File: config.mk
export PLATFORM = sky130hd
export DESIGN_NAME = dbg_halt_ctrl
export DESIGN_NICKNAME = d
export VERILOG_FILES = /design/src/rtl/dbg_halt_pkg.sv /design/src/rtl/dbg_brk_sync.sv /design/src/rtl/dbg_cause_merge.sv /design/src/rtl/dbg_bus_regs.sv /design/src/rtl/dbg_halt_ctrl.sv
export SDC_FILE = /design/constraint.sdc
export NUM_CORES = 1
export LEC_CHECK = 0
export BUFFER_PORTS_ARGS = -buffer_cell sky130_fd_sc_hd__clkbuf_2
export CAP_MARGIN = 40
export CORE_AREA = 2 2 86 88
export CTS_CLUSTER_DIAMETER = 40
export CTS_CLUSTER_SIZE = 10
export DETAILED_ROUTE_END_ITERATION = 10
export DIE_AREA = 0 0 88 90
export GPL_TIMING_DRIVEN = 0
export PLACE_DENSITY = 0.79
export SLEW_MARGIN = 10
export SYNTH_ARGS = -nofsm -noshare
export SYNTH_HDL_FRONTEND = slang
export SYNTH_SLANG_ARGS = --single-unit
File: constraint.sdc
create_clock -name clk -period 1.8 [get_ports clk]
set_input_delay 0.27 -clock clk [delete_from_list [all_inputs] [get_ports clk]]
set_output_delay 0.27 -clock clk [all_outputs]
set_load 0.005 [all_outputs]
File: src/rtl/dbg_halt_pkg.sv
package dbg_halt_pkg;

  typedef enum logic [2:0] {
    CS_NONE      = 3'd0,
    CS_ERR_TRAP  = 3'd1,
    CS_HW_TRAP   = 3'd2,
    CS_SW_BRK    = 3'd3,
    CS_TRAP_FILT = 3'd4,
    CS_STEP      = 3'd5,
    CS_EXT_BRK   = 3'd6,
    CS_BRK_NOW   = 3'd7
  } halt_cause_e;

  localparam int NUM_CAUSES = 7;

  // window quadrants selected by the top two offset bits
  localparam logic [1:0] RG_CTRL  = 2'd0;
  localparam logic [1:0] RG_CORE  = 2'd1;
  localparam logic [1:0] RG_TRACE = 2'd2;

  // word offsets inside the control quadrant
  localparam logic [1:0] OFS_CTRL  = 2'd0;
  localparam logic [1:0] OFS_CAUSE = 2'd1;
  localparam logic [1:0] OFS_MASK  = 2'd2;

  // control word bit positions
  localparam int CB_TRC_EN   = 0;
  localparam int CB_ANY_TRAP = 1;
  localparam int CB_SEL_TRAP = 2;
  localparam int CB_STEP_EN  = 3;
  localparam int CB_BRK_NOW  = 4;
  localparam int CB_RESUME   = 5;
  localparam int CB_ACTIVE   = 6;
  localparam int CFG_W       = 4;

endpackage

File: src/rtl/dbg_brk_sync.sv
module dbg_brk_sync #(
  parameter int STAGES = 2
) (
  input  logic clk,
  input  logic rst_n,
  input  logic pin,
  output logic rise
);
  logic [STAGES-1:0] sync_q, sync_d;
  logic              last_q;

  always_comb begin
    sync_d = {sync_q[STAGES-2:0], pin};
  end

  always_ff @(posedge clk or negedge rst_n) begin
    if (!rst_n) begin
      sync_q <= '0;
      last_q <= 1'b0;
    end else begin
      sync_q <= sync_d;
      last_q <= sync_q[STAGES-1];
    end
  end

  assign rise = sync_q[STAGES-1] & ~last_q;
endmodule

File: src/rtl/dbg_cause_merge.sv
module dbg_cause_merge
  import dbg_halt_pkg::*;
#(
  parameter int N = NUM_CAUSES
) (
  input  logic [N:1]  req,
  output logic        any,
  output halt_cause_e cause
);
  logic [2:0] code;

  always_comb begin
    code = 3'd0;
    // walk downward so the lowest active index is kept
    for (int i = N; i >= 1; i--) begin
      if (req[i]) code = 3'(i);
    end
  end

  assign any   = |req;
  assign cause = halt_cause_e'(code);
endmodule

File: src/rtl/dbg_bus_regs.sv
module dbg_bus_regs
  import dbg_halt_pkg::*;
#(
  parameter int              ADDR_W   = 32,
  parameter logic [ADDR_W-1:0] WIN_BASE = 32'h9000_0000,
  parameter int              WIN_BITS = 21,
  parameter int              MASK_W   = 32
) (
  input  logic              clk,
  input  logic              rst_n,
  input  logic              bus_sel,
  input  logic              bus_we,
  input  logic [ADDR_W-1:0] bus_addr,
  input  logic [31:0]       bus_wdata,
  input  logic              dbg_active,
  input  logic [2:0]        halt_cause,
  input  logic              trc_done,
  output logic              bus_ack,
  output logic              bus_err,
  output logic [31:0]       bus_rdata,
  output logic              core_rgn_en,
  output logic              trace_rgn_en,
  output logic              brk_now_pulse,
  output logic              resume_pulse,
  output logic [CFG_W-1:0]  cfg,
  output logic [MASK_W-1:0] trap_mask
);
  localparam int RG_HI = WIN_BITS - 1;
  localparam int RG_LO = WIN_BITS - 2;

  logic              win_hit, ctrl_hit, allowed, trace_open;
  logic [1:0]        region, ofs;
  logic [CFG_W-1:0]  cfg_q, cfg_d;
  logic [MASK_W-1:0] mask_q, mask_d;
  logic              cfg_en, mask_en;
  logic              ack_d, err_d, ack_q, err_q;
  logic [31:0]       rdata_d, rdata_q;

  assign win_hit    = bus_sel && (bus_addr[ADDR_W-1:WIN_BITS] == WIN_BASE[ADDR_W-1:WIN_BITS]);
  assign region     = bus_addr[RG_HI:RG_LO];
  assign ofs        = bus_addr[3:2];
  assign ctrl_hit   = win_hit && (region == RG_CTRL);
  assign trace_open = !cfg_q[CB_TRC_EN] || trc_done;

  always_comb begin
    case (region)
      RG_CTRL:  allowed = 1'b1;
      RG_CORE:  allowed = dbg_active;
      RG_TRACE: allowed = trace_open;
      default:  allowed = 1'b0;
    endcase
  end

  assign core_rgn_en  = win_hit && (region == RG_CORE)  && dbg_active;
  assign trace_rgn_en = win_hit && (region == RG_TRACE) && trace_open;

  // register writes and single-cycle command bits
  assign cfg_en        = ctrl_hit && bus_we && (ofs == OFS_CTRL);
  assign mask_en       = ctrl_hit && bus_we && (ofs == OFS_MASK);
  assign brk_now_pulse = cfg_en && bus_wdata[CB_BRK_NOW];
  assign resume_pulse  = cfg_en && bus_wdata[CB_RESUME];
  assign cfg_d         = cfg_en  ? bus_wdata[CFG_W-1:0]  : cfg_q;
  assign mask_d        = mask_en ? bus_wdata[MASK_W-1:0] : mask_q;

  always_comb begin
    rdata_d = '0;
    if (ctrl_hit && !bus_we) begin
      case (ofs)
        OFS_CTRL: begin
          rdata_d[CFG_W-1:0] = cfg_q;
          rdata_d[CB_ACTIVE] = dbg_active;
        end
        OFS_CAUSE: rdata_d[2:0]        = halt_cause;
        OFS_MASK:  rdata_d[MASK_W-1:0] = mask_q;
        default:   rdata_d = '0;
      endcase
    end
  end

  assign ack_d = win_hit;
  assign err_d = win_hit && !allowed;

  always_ff @(posedge clk or negedge rst_n) begin
    if (!rst_n) begin
      cfg_q   <= '0;
      mask_q  <= '0;
      ack_q   <= 1'b0;
      err_q   <= 1'b0;
      rdata_q <= '0;
    end else begin
      cfg_q  <= cfg_d;
      mask_q <= mask_d;
      ack_q  <= ack_d;
      err_q  <= err_d;
      if (win_hit) rdata_q <= rdata_d;
    end
  end

  assign bus_ack   = ack_q;
  assign bus_err   = err_q;
  assign bus_rdata = rdata_q;
  assign cfg       = cfg_q;
  assign trap_mask = mask_q;

  logic unused_bits;
  assign unused_bits = ^{bus_addr[RG_LO-1:4], bus_addr[1:0], bus_wdata};
endmodule

File: src/rtl/dbg_halt_ctrl.sv
module dbg_halt_ctrl
  import dbg_halt_pkg::*;
#(
  parameter int                ADDR_W      = 32,
  parameter logic [ADDR_W-1:0] WIN_BASE    = 32'h9000_0000,
  parameter int                WIN_BITS    = 21,
  parameter int                TT_W        = 8,
  parameter logic [TT_W-1:0]   HW_TRAP_TT  = 8'h0B,
  parameter int                SYNC_STAGES = 2,
  parameter int                MASK_W      = 32
) (
  input  logic              clk,
  input  logic              rst_n,
  input  logic              ev_swbrk,
  input  logic              ev_trap_vld,
  input  logic [TT_W-1:0]   ev_trap_type,
  input  logic              ev_err_trap,
  input  logic              ev_step_done,
  input  logic              brk_pin,
  input  logic              trc_done,
  input  logic              bus_sel,
  input  logic              bus_we,
  input  logic [ADDR_W-1:0] bus_addr,
  input  logic [31:0]       bus_wdata,
  output logic              bus_ack,
  output logic              bus_err,
  output logic [31:0]       bus_rdata,
  output logic              core_rgn_en,
  output logic              trace_rgn_en,
  output logic              core_hold,
  output logic              dbg_active
);
  localparam int IDX_W = $clog2(MASK_W);

  logic              ext_rise, brk_now_pulse, resume_pulse;
  logic [CFG_W-1:0]  cfg;
  logic [MASK_W-1:0] trap_mask;
  logic [NUM_CAUSES:1] req;
  logic              req_any;
  halt_cause_e       req_cause;
  logic              tt_in_range, tt_is_hw, tt_filtered;
  logic              active_q, active_d;
  logic [2:0]        cause_q, cause_d;
  logic              cause_en;

  dbg_brk_sync #(.STAGES(SYNC_STAGES)) u_sync (
    .clk  (clk),
    .rst_n(rst_n),
    .pin  (brk_pin),
    .rise (ext_rise)
  );

  dbg_bus_regs #(
    .ADDR_W  (ADDR_W),
    .WIN_BASE(WIN_BASE),
    .WIN_BITS(WIN_BITS),
    .MASK_W  (MASK_W)
  ) u_regs (
    .clk          (clk),
    .rst_n        (rst_n),
    .bus_sel      (bus_sel),
    .bus_we       (bus_we),
    .bus_addr     (bus_addr),
    .bus_wdata    (bus_wdata),
    .dbg_active   (active_q),
    .halt_cause   (cause_q),
    .trc_done     (trc_done),
    .bus_ack      (bus_ack),
    .bus_err      (bus_err),
    .bus_rdata    (bus_rdata),
    .core_rgn_en  (core_rgn_en),
    .trace_rgn_en (trace_rgn_en),
    .brk_now_pulse(brk_now_pulse),
    .resume_pulse (resume_pulse),
    .cfg          (cfg),
    .trap_mask    (trap_mask)
  );

  // trap classification
  assign tt_in_range = (ev_trap_type >> IDX_W) == '0;
  assign tt_is_hw    = ev_trap_vld && (ev_trap_type == HW_TRAP_TT);
  assign tt_filtered = ev_trap_vld &&
                       (cfg[CB_ANY_TRAP] ||
                        (cfg[CB_SEL_TRAP] && tt_in_range && trap_mask[ev_trap_type[IDX_W-1:0]]));

  // request vector indexed by cause code
  assign req[CS_ERR_TRAP]  = ev_err_trap;
  assign req[CS_HW_TRAP]   = tt_is_hw;
  assign req[CS_SW_BRK]    = ev_swbrk;
  assign req[CS_TRAP_FILT] = tt_filtered;
  assign req[CS_STEP]      = ev_step_done && cfg[CB_STEP_EN];
  assign req[CS_EXT_BRK]   = ext_rise;
  assign req[CS_BRK_NOW]   = brk_now_pulse;

  dbg_cause_merge #(.N(NUM_CAUSES)) u_merge (
    .req  (req),
    .any  (req_any),
    .cause(req_cause)
  );

  always_comb begin
    active_d = active_q;
    cause_en = 1'b0;
    if (active_q) begin
      if (resume_pulse) active_d = 1'b0;
    end else if (req_any) begin
      active_d = 1'b1;
      cause_en = 1'b1;
    end
    cause_d = cause_en ? req_cause : cause_q;
  end

  always_ff @(posedge clk or negedge rst_n) begin
    if (!rst_n) begin
      active_q <= 1'b0;
      cause_q  <= 3'd0;
    end else begin
      active_q <= active_d;
      cause_q  <= cause_d;
    end
  end

  assign core_hold  = active_q;
  assign dbg_active = active_q;
endmodule

==> out/metrics.csv <==
metric;value;unit
asr flop ratio synth;100;%
Setup Skew;5.20;ps
Worst-Margin Slew;599;ps
via count;2556;
num rows;31;
final wirelength;7950;um
clk_lat worst skew;340;ps
# clock sinks;77;
TritonCTS clock tree;done;
peak supply drop;0.523;mV
Clock transition at path regs;70;ps
WL/cell;17.0;um
WP data required;2030;ps
root buffer cell;clkbuf_8;
# diodes;0;
Post-synth top cells;dfrtp_1, mux2_2, a22o_1;
PwrDens;785;nW/um^2
Final setup viols;0;
Final Util;63.2;%
vias in the first global route;2609;
Slew headroom;59.5;%
area leader, netlist;dfrtp_1;
crit-path cells;mux4_2 > a22oi_2 > a31oi_2 > nand2_2 > a31oi_1 > o22a_1;
RSZ-0062 raised after global routing;yes;
family with the most delay on the worst path;compound AO/OA/AOI/OAI gates;
H-tree depth;3;
post-route worst setup slack;45.7;ps
met2 Track Usage GR;32.6;%
Avg Cell Area, Syn;13.8;um^2
PnR Total Power;3.49;mW
post-detailed-route DRC marker count;0;
sequential fraction of the synthesis area;56.5;%
Die X;88;um
Final period util;97.5;%
cells after synthesis;247;
crit path capture type;flop;
antenna violations before repair;0;
leakage power;2.29;nW
Port Buffers;97;
crit start category;flop;
crit path max fanout;4;
Hold Crit Class;input port to flop;
largest net degree at the start of global routing;63;
Final Max Slew Viols;0;
num ports;120;
Max stage delay on crit path;500;ps
remaining antenna violation count;0;
TritonCTS buffer count;9;
GRT overflow;0;
Crit-path slowest cell;mux4_2;
Syn Nets;329;
first-pass GRT wire length;12600;um
clk buf depth;2;
final hold vios;0;
Max Clock Freq;0.570;GHz
met3 Use GR;4.87;%
pre-CTS WS;-463;ps
DIE AREA;7920;um^2
Post-synth EDFFs;0;
Cell variety after synth;44;
layout cells sized above 1;51.4;%
synth-to-layout area growth;30.0;%
fin nets;446;
status;complete, no violations;
critical path class;flop to flop;
Starting Density;48.6;%
initial DRC count;145;
gr usage total;20.8;%
arrival time at the worst endpoint;1980;ps
ys flop type;dfrtp_1;
vias per cell;5.47;
Bufs and invs on worst path;0;
met1 global-route usage;27.6;%
die height;90;um
Synth top area share;56.5;%
count of state elements after synthesis;77;
final RePlAce weighted congestion;0.868;
most frequent cell after synthesis;dfrtp_1;
max_cap viols;0;
most used routing layer;met2;
YS warnings;0;
First-pass DRT Iterations;4;
post-DP HPWL;5790;um
largest cells by area after synthesis;dfrtp_1, mux2_2, a22o_1, mux4_2, mux2i_1;
fin crit period;1750;ps
Core ar.;7020;um^2
post-synthesis cell area;3410;um^2
final timing paths:
kind	start	to	slack [ps]	cells after the start
max in group asynchronous	rst_n	u_regs.bus_rdata[18]	890	3
worst max-delay path	u_regs.trap_mask[7]	cause_q[2]	50	6
min in group asynchronous	rst_n	u_regs.trap_mask[20]	340	2
worst max register to register	u_regs.trap_mask[7]	cause_q[2]	50	6
worst min-delay path	brk_pin	u_sync.sync_q[0]	30	1
worst min register to register	u_sync.sync_q[0]	u_sync.sync_q[1]	360	0
stage by stage:
step	hold WS, ps	cell area, um^2	instances	setup TNS (ps)
6_report	29.9	4440	467	0
3_5_place_dp	182	4080	444	-23280
5_1_grt	18.0	4440	467	-33.8
2_1_floorplan	-25.6	3440	247	0
3_3_place_gp	334	4050	443	-36550
4_1_cts	13.8	4380	465	0
cell type report:
cell class                 count  area [um^2]
fill                         540         2580
inverter                       4         15.0
clock buffer                   9          124
multi-input combinational    151         1460
sequential                    77         1930
buffer                        14         87.6
tap                           99          124
timing repair buffer         107          586
clock inverter                 6          113
report_power, final:
group / switching [mW] / leakage, nW / internal (mW)
Combinational: 0.111 / 1.11 / 0.0968
Clock: 0.621 / 0.119 / 0.915
Sequential: 0.00422 / 1.06 / 1.74
Total: 0.737 / 2.29 / 2.75
layout by cell type (no fill, tap or decap), types with 3 or more instances in the layout:
cell type,synthesis,routed
a21oi_1,5,4
a22o_1,28,28
a32o_1,3,3
buf_2,6,5
buf_4,2,10
bufinv_16,0,3
clkbuf_1,6,4
clkbuf_2,0,96
clkbuf_8,0,10
dfrtp_1,77,77
inv_1,4,4
mux2_2,35,35
mux2i_1,9,9
mux4_2,6,6
nand2_1,12,11
nand3_1,5,3
nor2_1,6,6
nor4b_4,2,4
o21ai_0,5,5
metal layers:
metal | vias up | share of wire, %
met5 | - | 0
met4 | 0 | 2.4
met3 | 16 | 5.5
met2 | 83 | 50
met1 | 1276 | 42
li1 | 1181 | -
logic make-up after synthesis:
group	synth area share, %
AND/OR/NAND/NOR	9.57
buffers and inverters	2.75
multiplexers	18.5
flip-flops	56.5
AO/OA/AOI/OAI	12.8
timing repair:
action / CTS / global route
setup buffers: 5 / 4
hold endpoints to repair: 15 / 0
hold buffers: 1 / 0
pin swaps: 3 / 8
resized for setup: 3 / 7
setup endpoints to repair: 34 / 56
flip-flops by register name, summed over array words and instances, names as in the netlist:
signal            count
u_regs.cfg            4
u_sync.sync_q         2
u_regs.trap_mask     32
cause_q               3
u_sync.last_q         1
u_regs.bus_rdata     32
core_hold             1
u_regs.bus_err        1
u_regs.bus_ack        1
(Power assumes the default switching activity.)
